==> config.mk <==
export PLATFORM = sky130hd
export DESIGN_NAME = root_err_collector
export DESIGN_NICKNAME = d
export VERILOG_FILES = /design/src/rtl/rec_pkg.sv /design/src/rtl/rec_rst_sync.sv /design/src/rtl/rec_status.sv /design/src/rtl/rec_cmd.sv /design/src/rtl/rec_irq.sv /design/src/rtl/root_err_collector.sv
export SDC_FILE = /design/constraint.sdc
export NUM_CORES = 1
export LEC_CHECK = 0
export CORE_AREA = 2 2 84 86
export DETAILED_ROUTE_END_ITERATION = 8
export DIE_AREA = 0 0 86 88
export PLACE_DENSITY_LB_ADDON = 0.25
export SLEW_MARGIN = 5
export SYNTH_ARGS = -nofsm -noshare
export SYNTH_HDL_FRONTEND = slang
export SYNTH_SLANG_ARGS = --single-unit
==> constraint.sdc <==
create_clock -name clk -period 1.9 [get_ports clk]
set_input_delay 0.38 -clock clk [delete_from_list [all_inputs] [get_ports clk]]
set_output_delay 0.38 -clock clk [all_outputs]
set_load 0.005 [all_outputs]
==> src/rtl/rec_pkg.sv <==
package rec_pkg;

  typedef enum logic [1:0] {
    SEV_COR      = 2'd0,
    SEV_NONFATAL = 2'd1,
    SEV_FATAL    = 2'd2,
    SEV_NONE     = 2'd3
  } sev_e;

  // Bit order is the register layout: fatal at 6 down to correctable at 0.
  typedef struct packed {
    logic fatal;
    logic nonfatal;
    logic first_fatal;
    logic multi_unc;
    logic unc;
    logic multi_cor;
    logic cor;
  } flags_t;

  localparam int FLAG_W = $bits(flags_t);
  localparam int CMD_W  = 3;

  // Received conditions lined up with the command enables.
  function automatic logic [CMD_W-1:0] cond_map(input flags_t f);
    return {f.fatal, f.nonfatal, f.cor};
  endfunction

  function automatic logic [CMD_W-1:0] sev_onehot(input sev_e s);
    case (s)
      SEV_COR:      return 3'b001;
      SEV_NONFATAL: return 3'b010;
      SEV_FATAL:    return 3'b100;
      default:      return 3'b000;
    endcase
  endfunction

endpackage

==> src/rtl/rec_rst_sync.sv <==
module rec_rst_sync #(
  parameter int STAGES = 2
) (
  input  logic clk,
  input  logic rst_n,
  output logic rst_sync_n
);
  logic [STAGES-1:0] chain_q;

  always_ff @(posedge clk or negedge rst_n) begin
    if (!rst_n) chain_q <= '0;
    else        chain_q <= {chain_q[STAGES-2:0], 1'b1};
  end

  assign rst_sync_n = chain_q[STAGES-1];
endmodule

==> src/rtl/rec_status.sv <==
module rec_status
  import rec_pkg::*;
#(
  parameter int SRC_W = 16,
  parameter int VEC_W = 5
) (
  input  logic             clk,
  input  logic             rst_n,
  input  logic             msg_valid,
  input  sev_e             msg_sev,
  input  logic [SRC_W-1:0] msg_src,
  input  flags_t           clr_mask,
  input  logic [VEC_W-1:0] vec_in,
  output flags_t           flags_q,
  output flags_t           flags_pre,
  output flags_t           flags_d,
  output logic [SRC_W-1:0] src_cor_q,
  output logic [SRC_W-1:0] src_unc_q,
  output logic [VEC_W-1:0] vec_q
);
  logic             is_cor, is_nf, is_fat, is_unc;
  logic             flags_en, cor_cap, unc_cap;
  logic [SRC_W-1:0] src_cor_d, src_unc_d;

  always_comb begin
    is_cor = msg_valid && (msg_sev == SEV_COR);
    is_nf  = msg_valid && (msg_sev == SEV_NONFATAL);
    is_fat = msg_valid && (msg_sev == SEV_FATAL);
    is_unc = is_nf || is_fat;

    flags_pre = flags_t'(flags_q & ~clr_mask);
    flags_d   = flags_pre;
    cor_cap   = 1'b0;
    unc_cap   = 1'b0;

    if (is_cor) begin
      if (flags_pre.cor) flags_d.multi_cor = 1'b1;
      else               cor_cap = 1'b1;
      flags_d.cor = 1'b1;
    end
    if (is_nf) flags_d.nonfatal = 1'b1;
    if (is_fat) begin
      if (!flags_pre.unc) flags_d.first_fatal = 1'b1;
      flags_d.fatal = 1'b1;
    end
    if (is_unc) begin
      if (flags_pre.unc) flags_d.multi_unc = 1'b1;
      else               unc_cap = 1'b1;
      flags_d.unc = 1'b1;
    end

    src_cor_d = cor_cap ? msg_src : src_cor_q;
    src_unc_d = unc_cap ? msg_src : src_unc_q;
    flags_en  = is_cor || is_unc || (|clr_mask);
  end

  always_ff @(posedge clk or negedge rst_n) begin
    if (!rst_n) begin
      flags_q   <= '0;
      src_cor_q <= '0;
      src_unc_q <= '0;
      vec_q     <= '0;
    end else begin
      if (flags_en) flags_q   <= flags_d;
      if (cor_cap)  src_cor_q <= src_cor_d;
      if (unc_cap)  src_unc_q <= src_unc_d;
      vec_q <= vec_in;
    end
  end
endmodule

==> src/rtl/rec_cmd.sv <==
module rec_cmd
  import rec_pkg::*;
(
  input  logic             clk,
  input  logic             rst_n,
  input  logic             cmd_wr,
  input  logic [CMD_W-1:0] cmd_wdata,
  output logic [CMD_W-1:0] cmd_q,
  output logic [CMD_W-1:0] cmd_d
);
  always_comb cmd_d = cmd_wr ? cmd_wdata : cmd_q;

  always_ff @(posedge clk or negedge rst_n) begin
    if (!rst_n)      cmd_q <= '0;
    else if (cmd_wr) cmd_q <= cmd_d;
  end
endmodule

==> src/rtl/rec_irq.sv <==
module rec_irq
  import rec_pkg::*;
#(
  parameter int VEC_W = 5
) (
  input  logic             clk,
  input  logic             rst_n,
  input  logic             msg_valid,
  input  sev_e             msg_sev,
  input  flags_t           flags_pre,
  input  flags_t           flags_d,
  input  logic [CMD_W-1:0] cmd_q,
  input  logic [CMD_W-1:0] cmd_d,
  input  logic             cmd_wr,
  input  logic             any_wr,
  input  logic             msi_en,
  input  logic             msix_en,
  input  logic [VEC_W-1:0] vec_q,
  output logic             intx_q,
  output logic             req_q,
  output logic             req_msix_q,
  output logic [VEC_W-1:0] req_vec_q
);
  logic             msg_mode, notify, wr_fire, req_d, intx_d;
  logic [CMD_W-1:0] active_old;

  always_comb begin
    msg_mode   = msi_en || msix_en;
    active_old = cond_map(flags_pre) & cmd_q;
    notify     = msg_valid && (|(sev_onehot(msg_sev) & cmd_q)) && (active_old == '0);
    wr_fire    = cmd_wr && (active_old == '0) && (|(cond_map(flags_pre) & cmd_d));
    req_d      = msg_mode && (notify || wr_fire);

    intx_d = intx_q;
    if (!msg_mode) begin
      if (any_wr)      intx_d = |(cond_map(flags_d) & cmd_d);
      else if (notify) intx_d = 1'b1;
    end
  end

  always_ff @(posedge clk or negedge rst_n) begin
    if (!rst_n) begin
      intx_q     <= 1'b0;
      req_q      <= 1'b0;
      req_msix_q <= 1'b0;
      req_vec_q  <= '0;
    end else begin
      intx_q <= intx_d;
      req_q  <= req_d;
      if (req_d) begin
        req_msix_q <= msix_en;
        req_vec_q  <= vec_q;
      end
    end
  end
endmodule

==> src/rtl/root_err_collector.sv <==
module root_err_collector
  import rec_pkg::*;
#(
  parameter int SRC_W       = 16,
  parameter int VEC_W       = 5,
  parameter int REG_W       = 32,
  parameter int SYNC_STAGES = 2
) (
  input  logic               clk,
  input  logic               rst_n,
  input  logic               msg_valid,
  input  logic [1:0]         msg_sev,
  input  logic [SRC_W-1:0]   msg_src,
  input  logic               reg_wr_en,
  input  logic               reg_wr_addr,
  input  logic [REG_W-1:0]   reg_wr_data,
  input  logic [VEC_W-1:0]   irq_vec_in,
  input  logic               msi_en,
  input  logic               msix_en,
  output logic [REG_W-1:0]   root_status,
  output logic [CMD_W-1:0]   root_cmd,
  output logic [2*SRC_W-1:0] root_src_id,
  output logic               intx_level,
  output logic               irq_req,
  output logic               irq_req_msix,
  output logic [VEC_W-1:0]   irq_req_vec
);
  localparam int VEC_LSB = REG_W - VEC_W;

  logic             rst_core_n;
  logic             cmd_wr, sts_wr;
  flags_t           clr_mask, flags_q, flags_pre, flags_d;
  logic [SRC_W-1:0] src_cor_q, src_unc_q;
  logic [VEC_W-1:0] vec_q;
  logic [CMD_W-1:0] cmd_q, cmd_d;
  sev_e             sev;
  logic             unused_wr_bits;

  assign unused_wr_bits = ^reg_wr_data[REG_W-1:FLAG_W];

  rec_rst_sync #(.STAGES(SYNC_STAGES)) u_rst (
    .clk(clk), .rst_n(rst_n), .rst_sync_n(rst_core_n)
  );

  always_comb begin
    sev      = sev_e'(msg_sev);
    cmd_wr   = reg_wr_en && !reg_wr_addr;
    sts_wr   = reg_wr_en &&  reg_wr_addr;
    clr_mask = sts_wr ? flags_t'(reg_wr_data[FLAG_W-1:0]) : flags_t'('0);
  end

  rec_status #(.SRC_W(SRC_W), .VEC_W(VEC_W)) u_status (
    .clk(clk), .rst_n(rst_core_n),
    .msg_valid(msg_valid), .msg_sev(sev), .msg_src(msg_src),
    .clr_mask(clr_mask), .vec_in(irq_vec_in),
    .flags_q(flags_q), .flags_pre(flags_pre), .flags_d(flags_d),
    .src_cor_q(src_cor_q), .src_unc_q(src_unc_q), .vec_q(vec_q)
  );

  rec_cmd u_cmd (
    .clk(clk), .rst_n(rst_core_n),
    .cmd_wr(cmd_wr), .cmd_wdata(reg_wr_data[CMD_W-1:0]),
    .cmd_q(cmd_q), .cmd_d(cmd_d)
  );

  rec_irq #(.VEC_W(VEC_W)) u_irq (
    .clk(clk), .rst_n(rst_core_n),
    .msg_valid(msg_valid), .msg_sev(sev),
    .flags_pre(flags_pre), .flags_d(flags_d),
    .cmd_q(cmd_q), .cmd_d(cmd_d), .cmd_wr(cmd_wr), .any_wr(reg_wr_en),
    .msi_en(msi_en), .msix_en(msix_en), .vec_q(vec_q),
    .intx_q(intx_level), .req_q(irq_req),
    .req_msix_q(irq_req_msix), .req_vec_q(irq_req_vec)
  );

  always_comb begin
    root_status                      = '0;
    root_status[FLAG_W-1:0]          = flags_q;
    root_status[REG_W-1:VEC_LSB]     = vec_q;
    root_cmd                         = cmd_q;
    root_src_id                      = {src_unc_q, src_cor_q};
  end
endmodule

# Yosys cells after proc, flatten, opt, wreduce, memory -nomap -nowiden
# Cells that the tools add are included.
[word_totals]
register_bits = 57
in_bits = 62
output_inout_bits = 75
elab_cells = 66
[classes]
eq_ne = 2
mux = 17
bitwise_logic = 7
n_reduce_logical = 24
[op_table]
columns = ["operator", "count"]
rows = [
  ["bitwise AND 3 bit", 4],
  ["2-to-1 mux 1 bit", 12],
  ["logical AND 1 bit", 10],
  ["case mux 3 bit (3 select lines)", 1],
  ["OR reduction 3 bit", 3],
  ["bitwise AND 7 bit", 1],
  ["2-to-1 mux 7 bit", 1],
  ["NOT 7 bit", 1],
  ["OR reduction 7 bit", 1],
  ["logical OR 1 bit", 5],
  ["2-to-1 mux 2 bit", 2],
  ["zero test 3 bit", 1],
  ["2-to-1 mux 3 bit", 1],
  ["equality test 2 x 1 -> 1 bit (second input constant)", 1],
  ["equality test 2 bit (second input constant)", 1],
  ["zero test 2 bit", 1],
  ["AND reduction 2 bit", 1],
  ["nonzero test 2 bit", 1],
  ["zero test 1 bit", 1],
  ["NOT 1 bit", 1],
]

# Logic depth before layout (Yosys ltp)
# Gate-level depths: netlist (run 1).
[logic_depth]
depth_word = 10
ltp_mapped = 6
ltp_nobuf = 5

# Hierarchy
# Synthesis (run 1) repeated with hierarchy kept, for this count alone.
[unflattened]
hier_cells = 181
hier_area_um2 = 2537.4
[by_module_without_submodules]
columns = ["module", "instances", "cells_each", "area_each_um2", "seq_area_each_um2"]
rows = [
  ["rec_status", 1, 109, 1721.7, 1101.1],
  ["rec_irq", 1, 30, 381.6, 200.2],
  ["root_err_collector", 1, 29, 203.9, 0.0],
  ["rec_cmd", 1, 10, 176.4, 75.1],
  ["rec_rst_sync", 1, 3, 53.8, 50.0],
]

# Worst setup path after synthesis (run 1)
# No wires, ideal clock.
[synth_timing]
path_kind = "input to register"
startpoint = "input port reg_wr_addr"
endpoint = "register u_irq.req_vec_q[0]"
setup_time_ns = 0.125
t_arrival_ns = 1.682
required_ns = 1.775
slack_ns = 0.093
cell_stages = 6
n_path_buf = 1
cell_sequence = "buf_4 inv_1 o21ai_0 a2111oi_4 a211oi_4 mux2_2"
[synth_via]
elab_chain_len = 10
word_cells_on_any_way = 16
cone_classes = "mux: 2; bitwise: 4; reduce/logical: 10"
[synth_rtl]
columns = ["element", "line_no", "rtl"]
rows = [
  ["from (decl)", "root_err_collector.sv:15", "input logic reg_wr_addr,"],
  ["logical AND 1 bit", "root_err_collector.sv:48", "sts_wr = reg_wr_en && reg_wr_addr;"],
  ["2-to-1 mux 7 bit", "root_err_collector.sv:49", "clr_mask = sts_wr ? flags_t'(reg_wr_data[FLAG_W-1:0]) : flags_t'('0);"],
  ["NOT 7 bit", "rec_status.sv:31", "flags_pre = flags_t'(flags_q & ~clr_mask);"],
  ["bitwise AND 7 bit", "rec_status.sv:31", ""],
  ["bitwise AND 3 bit", "rec_irq.sv:29", "active_old = cond_map(flags_pre) & cmd_q;"],
  ["zero test 3 bit", "rec_irq.sv:30, rec_irq.sv:31", ""],
  ["logical AND 1 bit (2 in a row)", "rec_irq.sv:31", "wr_fire = cmd_wr && (active_old == '0) && (|(cond_map(flags_pre) & cmd_d));"],
  ["logical OR 1 bit (*)", "rec_irq.sv:32", "req_d = msg_mode && (notify || wr_fire);"],
  ["logical AND 1 bit (*)", "rec_irq.sv:32", ""],
  ["via u_irq.req_d", "rec_irq.sv:24", "logic msg_mode, notify, wr_fire, req_d, intx_d;"],
  ["to (signal assigned)", "rec_irq.sv:52", "req_vec_q <= vec_q;"],
  ["to (decl)", "rec_irq.sv:22", "output logic [VEC_W-1:0] req_vec_q"],
]
# The timed path passes the listed nets; every way through them passes the cells marked *.
# A chain may end at the register's enable or synchronous reset.

# Final worst setup path (run 1)
[layout_timing]
startpoint = "input port reg_wr_data[6]"
endpoint = "register u_irq.req_vec_q[1]"
[layout_via]
elab_chain_len = 9
word_cells_on_any_way = 12
cone_classes = "mux: 1; bitwise: 4; reduce/logical: 7"
[layout_rtl]
columns = ["element", "line_no", "rtl"]
rows = [
  ["from (decl)", "root_err_collector.sv:16", "input logic [REG_W-1:0] reg_wr_data,"],
  ["2-to-1 mux 7 bit (*)", "root_err_collector.sv:49", ""],
  ["NOT 7 bit (*)", "rec_status.sv:31", ""],
  ["bitwise AND 7 bit (*)", "rec_status.sv:31", ""],
  ["bitwise AND 3 bit", "rec_irq.sv:29", ""],
  ["zero test 3 bit", "rec_irq.sv:30, rec_irq.sv:31", ""],
  ["logical AND 1 bit (2 in a row)", "rec_irq.sv:31", ""],
  ["logical OR 1 bit (*)", "rec_irq.sv:32", ""],
  ["logical AND 1 bit (*)", "rec_irq.sv:32", ""],
  ["via u_irq.req_d", "rec_irq.sv:24", ""],
]
# Marked as above.

==> impl_metrics.tcl, run 1 <==
set metrics [dict create \
    syn_area_um2 2460 \
    seq_area_frac_synth 0.579 \
    critical-path-top-delay-family "buffers and inverters" \
    grt_pass1_wl_um 9140 \
    final_cell_mix "clkdlybuf4s50_1 (83), dfrtp_1 (55), mux2_2 (37)" \
    clkTransAtPathRegs_ns 0.06 \
    diodes 0 \
    vias 1920 \
    drive_gt1_frac 0.315 \
    syn_inst 188 \
    critPathBufInv 2 \
    clock_sinks 57 \
    synth_ff_type "dfrtp_1" \
    die_area_um2 7570 \
    die_width_um 86 \
    cts.htree.levels 3 \
    dp_hpwl_um 4330 \
    synth-edff-count 0 \
    synth.avg_cell_area_um2 13.1 \
    path_class "in -> reg" \
    setup_violations 0 \
    num-fill-cells 551 \
    required_ns 2.10 \
    critPathSlowestCell "clkdlybuf4s50_1" \
    cap_violations 0 \
    yosys_warnings 0 \
    design.core.area_um2 6640 \
    syn_to_final_growth_pct 59.4 \
    worst-path-max-fanout 6 \
    drt_iter0_markers 53 \
    start_util 0.371 \
    grtUsageTotal 0.158 \
    fin_tns_setup_ns 0 \
    rsz0062_at_grt "true" \
    synth-seq-cells 57 \
    antenna_found_initial 0 \
    end_kind "flop" \
    path_cells "clkdlybuf4s50_1 -> nand3_2 -> a32oi_2 -> o211ai_1 -> a211oi_4 -> buf_6 -> mux2_2" \
    rows 30 \
    start_kind "primary input" \
    routabilityCongestion 0.885 \
    clkLatencyLatePin_ns 0.32 \
    detail-route-antenna-nets 0 \
    drcViolationCount 0 \
    ir_worst_vdd_mv 0.581 \
    drt_wl_total_um 5830 \
    cts_hold_buf 0 \
    io-pin-count 137 \
    fin_crit_sh 0.993 \
    wl_per_cell_um 14.3 \
    min_period_ns 1.89 \
    grt_pass1_vias 1965 \
    cp.arrival_ns 2.09 \
    fp.dieH_um 88 \
    power_density_nw_per_um2 1080 \
    port_buffers 91 \
    hold_viol_final 0 \
    synthArstFlopShare 1.00 \
    maxSlewViolCount 0 \
    grt_overflow 0 \
    nets 384 \
    hp-class "reg -> async" \
    clockBufferDepth 2 \
    finalNonFillerCells 407 \
    grt_max_degree 43 \
    fin_worst_skew_ns 0.00729 \
    cpPeakStageDelay_ns 0.50 \
    mostFrequentLayoutCell "clkdlybuf4s50_1" \
    outcome "finished clean" \
    cts_buffers 9 \
    leakagePower_uw 0.00173 \
    root_buffer "clkbuf_8" \
    cts_tree "yes" \
    clock.fmax_mhz 530 \
    synth_cell_type_count 32 \
    placedCellCount 387 \
    first_pass_iters 4 \
    vias_per_cell 4.72 \
]
==> logic make-up (layout without fill, tap and decap cells) <==
kind of cell / Yosys count / in the layout / synth area share
AO/OA/AOI/OAI: 25 / 25 / 0.0863
buffers and inverters: 26 / 146 / 0.0756
flip-flops: 57 / 57 / 0.579
multiplexers: 38 / 38 / 0.173
other: 2 / 21 / 0.00305
AND/OR/NAND/NOR: 40 / 40 / 0.0832
==> registers in the layout (all words and copies together), names as in the netlist <==
signal	count
u_rst.chain_q	2
u_status.vec_q	5
u_irq.req_q	1
u_status.src_unc_q	16
u_irq.req_vec_q	5
u_status.src_cor_q	16
u_status.flags_q	7
u_irq.intx_q	1
u_cmd.cmd_q	3
u_irq.req_msix_q	1
==> stage by stage <==
stage / total power [uW] / utilization / hold WS, ns / area, um2 / setup slack (ns)
floorplan: 2210 / - / 0.0844 / 2540 / 0.0932
global placement: 3100 / 0.550 / 0.176 / 3650 / -0.531
detailed placement: 3130 / 0.550 / 0.180 / 3650 / -0.575
CTS: 4300 / 0.589 / 0.184 / 3920 / 0.00959
global route: 4480 / 0.591 / 0.198 / 3930 / -0.0482
finish: 4240 / 0.591 / 0.167 / 3930 / 0.0125
==> worst register-to-register path, cell delays in order (launching register included) <==
cell and delay (ns):
dfrtp_1 0.41, and2_1 0.21, a32oi_2 0.21, o211ai_1 0.19, a211oi_4 0.25, buf_6 0.15, mux2_2 0.33
==> cell usage after synthesis (2+ instances only) <==
master	instances	area (um2)
dfrtp_1	57	1430
buf_2	2	10.0
inv_1	2	7.51
a21oi_2	2	17.5
a21oi_1	4	20.0
nand3_1	7	35.0
a22o_1	3	26.3
or2b_1	2	15.0
mux2_2	37	417
o21ai_0	5	25.0
nand2_1	18	67.6
conb_1	2	7.51
nor2b_1	4	25.0
buf_4	21	158
nand2b_1	3	18.8
nor2_1	3	11.3
==> metal layers <==
layer / up-vias / track usage / part of all wire
met5: - / 0 / 0
met4: 0 / 0.0693 / 0.022
met3: 12 / 0.0820 / 0.12
met2: 90 / 0.247 / 0.45
met1: 930 / 0.182 / 0.41
li1: 888 / - / -
==> where the power goes <==
group	switching [uW]	total [uW]	internal [uW]
Sequential	189	1740	1550
Combinational	420	1380	959
Clock	447	1120	674
==> cell type report <==
| type | count | area, um2 | area share |
|---|---|---|---|
| Timing Repair Buffer | 128 | 1230 | 0.313 |
| Inverter | 2 | 7.51 | 0.00191 |
| Clock buffer | 13 | 159 | 0.0404 |
| Multi-Input combinational cell | 124 | 965 | 0.246 |
| Sequential cell | 57 | 1430 | 0.364 |
| Clock inverter | 3 | 40.0 | 0.0102 |
| Tap cell | 80 | 100 | 0.0255 |
==> what timing repair did <==
action                                  in CTS  in global routing
pin swaps                                    4                  1
setup buffers                                2                  1
gates resized for setup                     17                  4
gates cloned                                 1                  0
endpoints found under the setup margin       6                  6
==> final timing paths <==
path	startpoint	endpoint	slack, ns	depth (start not counted)
max	reg_wr_data[6]	u_irq.req_vec_q[1]	0.01	7
min	u_rst.chain_q[1]	u_status.src_cor_q[3]	0.17	0
max reg2reg	u_cmd.cmd_q[2]	u_irq.req_vec_q[1]	0.03	6
min reg2reg	u_rst.chain_q[1]	u_status.src_cor_q[3]	0.17	0
max in group asynchronous	u_rst.chain_q[1]	u_status.flags_q[5]	1.19	1
min in group clk	u_rst.chain_q[0]	u_rst.chain_q[1]	0.36	0
No activity file was read; power rests on OpenSTA's default activity.
==> run 2, diff against run 1 <==
--- a/config.mk
+++ b/config.mk
@@ -8,6 +8,7 @@
 export CORE_AREA = 2 2 84 86
 export DETAILED_ROUTE_END_ITERATION = 8
 export DIE_AREA = 0 0 86 88
+export MAX_ROUTING_LAYER = met4
 export PLACE_DENSITY_LB_ADDON = 0.25
 export SLEW_MARGIN = 5
 export SYNTH_ARGS = -nofsm -noshare
==> run 2 against run 1 <==
  * The flow now finishes with violations (setup timing)
  * Sequential power barely moved
  * First-iteration DRC count is 47% higher
  * Worst hold slack gained 0.056 ns
  * Combinational power is essentially flat
==> impl_metrics.tcl, run 2 (synthesis results as in run 1) <==
set metrics [dict create \
    final_cell_mix "clkdlybuf4s50_1 (82), dfrtp_1 (53), mux2_2 (37)" \
    start_kind "flop" \
    clkTransAtPathRegs_ns 0.07 \
    start_util 0.371 \
    die_width_um 86 \
    ir_worst_vdd_mv 0.564 \
    num-fill-cells 558 \
    drt_wl_total_um 5880 \
    post-place-ws_ns -0.589 \
    drcViolationCount 0 \
    hp-class "in -> async" \
    wl_met3_um 526 \
    wl_per_cell_um 14.4 \
    p_sw_frac 0.251 \
    path_class "reg -> reg" \
    path_cells "buf_4 -> a32oi_2 -> o211ai_1 -> a211oi_4 -> mux2_2" \
    p_sw_uw 1070 \
    mostFrequentLayoutCell "clkdlybuf4s50_1" \
    grt_pass1_vias 1999 \
    first_pass_iters 4 \
    top_regs "u_status.src_cor_q x16, u_status.src_unc_q x16, u_status.flags_q x7" \
    fp.dieH_um 88 \
    clockBufferDepth 2 \
    vias_per_cell 4.68 \
    critPathSlowestCell "dfrtp_2" \
    outcome "finished, violations left" \
    rsz0062_at_grt "true" \
    pwr-share-seq 0.409 \
    syn_to_final_growth_pct 59.6 \
    leakagePower_uw 0.00172 \
    timing.final.ws_setup_ns -0.0118 \
    violations "setup timing" \
    end_kind "flop" \
    placedCellCount 389 \
    die_area_um2 7570 \
    dp_hpwl_um 4290 \
    port_buffers 91 \
    drive_gt1_frac 0.328 \
    fin_worst_skew_ns 0.00736 \
    intPower_uw 3180 \
    required_ns 2.10 \
    clock.fmax_mhz 523 \
    setup_violations 3 \
    cpPeakStageDelay_ns 0.42 \
    cts_tree "yes" \
    nets 386 \
    met1_length_um 2510 \
    design.core.area_um2 6640 \
    wl_met2_um 2740 \
    pwr-share-comb 0.325 \
    route.top_layer_used "met4" \
    drt_iter0_markers 78 \
    antenna_found_initial 0 \
    cap_violations 0 \
    clkLatencyLatePin_ns 0.32 \
    grt_pass1_wl_um 9430 \
    worst-path-max-fanout 6 \
    io-pin-count 137 \
    root_buffer "clkbuf_8" \
    hold_viol_final 0 \
    clock_sinks 57 \
    max_slew_margin 0.625 \
    diodes 0 \
    grt_overflow 0 \
    tightest_slew_ns 0.562 \
    min_period_ns 1.91 \
    cts.htree.levels 3 \
    fin_crit_sh 1.01 \
    p_clk_frac 0.266 \
    routabilityCongestion 0.838 \
    detail-route-antenna-nets 0 \
    maxSlewViolCount 0 \
    grtUsageTotal 0.169 \
    rows 30 \
    cts_hold_buf 0 \
    cp.arrival_ns 2.11 \
    postLayoutCoreUtil 0.592 \
    finalNonFillerCells 409 \
    fin_tns_setup_ns -0.0269 \
    grt_max_degree 26 \
    cts_buffers 9 \
    power_density_nw_per_um2 1080 \
    vias 1913 \
]
==> run 2: changes by cell type in the layout (fill, tap and decap cells not counted), moves of 2 or more <==
cell	previous run	this run
dlygate4sd2_1	6	8
buf_4	31	34
dfrtp_1	55	53
clkbuf_1	2	0
dfrtp_2	2	4
dlymetal6s2s_1	2	0
==> run 2: area by class of cell <==
| class | instances | area [um2] | share of cell area |
|---|---|---|---|
| Tap cell | 80 | 100 | 0.0254 |
| Inverter | 2 | 7.51 | 0.00191 |
| Sequential cell | 57 | 1430 | 0.364 |
| Clock buffer | 11 | 151 | 0.0385 |
| Timing Repair Buffer | 130 | 1230 | 0.313 |
| Clock inverter | 5 | 53.8 | 0.0137 |
| Multi-Input combinational cell | 124 | 958 | 0.244 |
==> run 2: path summary, 6_finish.rpt <==
check                      cells after the start  slack (ns)                    end           startpoint
setup / recovery                               5       -0.01     u_irq.req_vec_q[4]  u_status.flags_q[5]
hold / removal                                 1        0.22       u_rst.chain_q[1]                rst_n
setup reg to reg                               5       -0.01     u_irq.req_vec_q[4]  u_status.flags_q[5]
hold reg to reg                                0        0.27  u_status.src_unc_q[4]     u_rst.chain_q[1]
max in group asynchronous                      1        1.09     u_irq.req_vec_q[4]     u_rst.chain_q[1]
min in group clk                               0        0.36       u_rst.chain_q[1]     u_rst.chain_q[0]
==> run 2: per-stage QoR <==
stage	cell area, um2	hold slack, ns	total power [uW]
5_1_grt	3940	0.206	4510
3_5_place_dp	3670	0.284	3130
2_1_floorplan	2540	0.0844	2210
4_1_cts	3940	0.200	4320
6_report	3940	0.223	4250
3_3_place_gp	3670	0.284	3110
==> run 2: routing by layer <==
metal	up-vias	global-route usage
li1	895	-
met1	918	0.200
met2	87	0.247
met3	13	0.0707
met4	0	0.0851
met5	-	-
==> run 2: worst max-delay path, delay by kind of cell, from the launching register on <==
kind                   cells  cell delay (ns)
AO/OA/AOI/OAI              3             0.83
buffers and inverters      1             0.16
flip-flops                 1             0.42
multiplexers               1             0.39
==> run 2: power by group through the flow <==
stage / clock, uW / sequential, uW / combinational [uW]
5_1_grt: 1230 / 1790 / 1490
2_1_floorplan: 0 / 1780 / 429
6_report: 1130 / 1740 / 1380
3_5_place_dp: 0 / 1760 / 1370
3_3_place_gp: 0 / 1750 / 1360
4_1_cts: 1170 / 1740 / 1400
==> run 2: repair_timing <==
item / in CTS / in global routing
cloned: 1 / 0
resized for setup: 18 / 6
pin swaps: 4 / 3
setup buffers: 4 / 0
endpoints found under the setup margin: 6 / 6
==> run 3, diff against run 2 <==
--- a/config.mk
+++ b/config.mk
@@ -9,7 +9,7 @@
 export DETAILED_ROUTE_END_ITERATION = 8
 export DIE_AREA = 0 0 86 88
 export MAX_ROUTING_LAYER = met4
-export PLACE_DENSITY_LB_ADDON = 0.25
+export PLACE_DENSITY_LB_ADDON = 0.15
 export SLEW_MARGIN = 5
 export SYNTH_ARGS = -nofsm -noshare
 export SYNTH_HDL_FRONTEND = slang
==> run 3 against run 2 <==
  * The flow now finishes without violations
  * Count of clock-buffer cells in the layout increased by 1
  * Combinational power hardly changed
  * Core utilization decreased by 0.075 points
  * Cell count shrank 0.73%
  * Non-clock buffer count down 2
  * Largest cell class unchanged
  * Highest routed layer unchanged
==> impl_metrics.tcl, run 3 (synthesis results as in run 1) <==
set metrics [dict create \
    outcome "finished clean" \
    setup_violations 0 \
    cts_hold_buf 0 \
    routabilityCongestion 0.846 \
    hold_viol_final 0 \
    start_kind "flop" \
    p_sw_frac 0.257 \
    root_buffer "clkbuf_8" \
    grt_pass1_vias 1903 \
    path_class "reg -> reg" \
    required_ns 2.11 \
    cts_tree "yes" \
    intPower_uw 3050 \
    cp.arrival_ns 2.04 \
    min_period_ns 1.83 \
    io-pin-count 137 \
    p_sw_uw 1050 \
    nets 384 \
    clkTransAtPathRegs_ns 0.06 \
    clockBufferDepth 2 \
    drt_iter0_markers 46 \
    pwr-share-seq 0.425 \
    design.core.area_um2 6640 \
    wl_per_cell_um 14.3 \
    hp-class "in -> async" \
    die_area_um2 7570 \
    first_pass_iters 4 \
    cap_violations 0 \
    cts.htree.levels 3 \
    vias 1878 \
    critPathSlowestCell "dfrtp_2" \
    pwr-share-comb 0.337 \
    leakagePower_uw 0.00175 \
    power_density_nw_per_um2 1040 \
    worst-path-max-fanout 6 \
    start_util 0.371 \
    top_regs "u_status.src_cor_q x16, u_status.src_unc_q x16, u_status.flags_q x7" \
    detail-route-antenna-nets 0 \
    ir_worst_vdd_mv 0.645 \
    dp_hpwl_um 4210 \
    grt_overflow 0 \
    mostFrequentLayoutCell "clkdlybuf4s50_1" \
    dpl_cell_area_um2 3650 \
    drt_wl_total_um 5800 \
    grt_max_degree 38 \
    fin_worst_skew_ns 0.00836 \
    die_width_um 86 \
    clock.fmax_mhz 545 \
    critical-path-top-delay-family "compound AO/OA/AOI/OAI gates" \
    finalNonFillerCells 406 \
    cts_buffers 9 \
    clkLatencyLatePin_ns 0.33 \
    grtUsageTotal 0.161 \
    drive_gt1_frac 0.322 \
    final_area_um2 3930 \
    final_cell_mix "clkdlybuf4s50_1 (81), dfrtp_1 (54), mux2_2 (36)" \
    drcViolationCount 0 \
    port_buffers 91 \
    antenna_found_initial 0 \
    placedCellCount 386 \
    rows 30 \
    rsz0062_at_grt "true" \
    cpPeakStageDelay_ns 0.43 \
    grt_pass1_wl_um 9050 \
    critPathBufInv 1 \
    p_clk_frac 0.238 \
    num-fill-cells 583 \
    fin_crit_sh 0.965 \
    syn_to_final_growth_pct 59.4 \
    clock_sinks 57 \
    diodes 0 \
    path_cells "a222oi_1 -> nor2_1 -> a2111oi_4 -> a211oi_4 -> buf_6 -> mux2_4" \
    fp.dieH_um 88 \
    end_kind "flop" \
    vias_per_cell 4.63 \
    maxSlewViolCount 0 \
]
## run 3: changes by cell type in the layout (fill, tap and decap cells not counted), moves of 2 or more
cell	change
dlymetal6s2s_1	+6
dlygate4sd2_1	-5
buf_4	-3
buf_6	+2
## run 3: worst reg2reg max path: stages, from the launching register on
cell and delay, ns:
dfrtp_2 0.43, a222oi_1 0.33, nor2_1 0.11, a2111oi_4 0.31, a211oi_4 0.11, buf_6 0.15, mux2_4 0.29
## run 3: through the flow
step	worst slack [ns]	hold slack, ns	utilization	total power, uW	setup TNS (ns)
CTS	0.0106	0.194	0.585	4160	0
finish	0.0660	0.211	0.592	4110	0
floorplan	0.0932	0.0844	-	2210	0
global route	-0.0266	0.196	0.592	4340	-0.0305
detailed placement	-0.540	0.229	0.549	3120	-12.17
global placement	-0.468	0.231	0.549	3100	-11.44
## run 3: layout make-up
| class | instances | area (um2) | area share |
|---|---|---|---|
| tap | 80 | 100 | 0.0255 |
| sequential | 57 | 1430 | 0.364 |
| inverter | 2 | 7.51 | 0.00191 |
| clock inverter | 3 | 17.5 | 0.00446 |
| timing repair buffer | 128 | 1250 | 0.318 |
| multi-input combinational | 124 | 971 | 0.247 |
| clock buffer | 12 | 155 | 0.0395 |
## run 3: path summary, 6_finish.rpt
| check | from | end | slack [ns] | depth (start not counted) |
|---|---|---|---|---|
| setup / recovery | u_status.flags_q[5] | u_irq.req_vec_q[0] | 0.07 | 6 |
| hold / removal | rst_n | u_rst.chain_q[0] | 0.21 | 1 |
| setup reg to reg | u_status.flags_q[5] | u_irq.req_vec_q[0] | 0.07 | 6 |
| hold reg to reg | u_rst.chain_q[1] | u_status.src_cor_q[14] | 0.22 | 0 |
| max in group asynchronous | u_rst.chain_q[1] | u_status.flags_q[0] | 1.13 | 1 |
| min in group clk | u_rst.chain_q[0] | u_rst.chain_q[1] | 0.35 | 0 |
## run 3: timing repair
action | in CTS | in global routing
pin swaps | 4 | 2
setup endpoints to repair | 6 | 38
gates resized for setup | 14 | 13
cloned | 0 | 0
buffers inserted | 4 | 1
## run 3: layer usage
metal | wire length [um] | up-vias | track usage
met5 | 0 | - | -
met2 | 2750 | 75 | 0.242
met1 | 2570 | 908 | 0.199
met4 | 93 | 0 | 0.0693
met3 | 375 | 9 | 0.0537
li1 | - | 886 | -
## run 3: power groups by stage
stage / combinational (uW) / sequential (uW) / clock (uW)
5_1_grt: 1490 / 1790 / 1060
3_5_place_dp: 1360 / 1760 / 0
6_report: 1380 / 1740 / 979
3_3_place_gp: 1350 / 1750 / 0
2_1_floorplan: 429 / 1780 / 0
4_1_cts: 1390 / 1750 / 1010
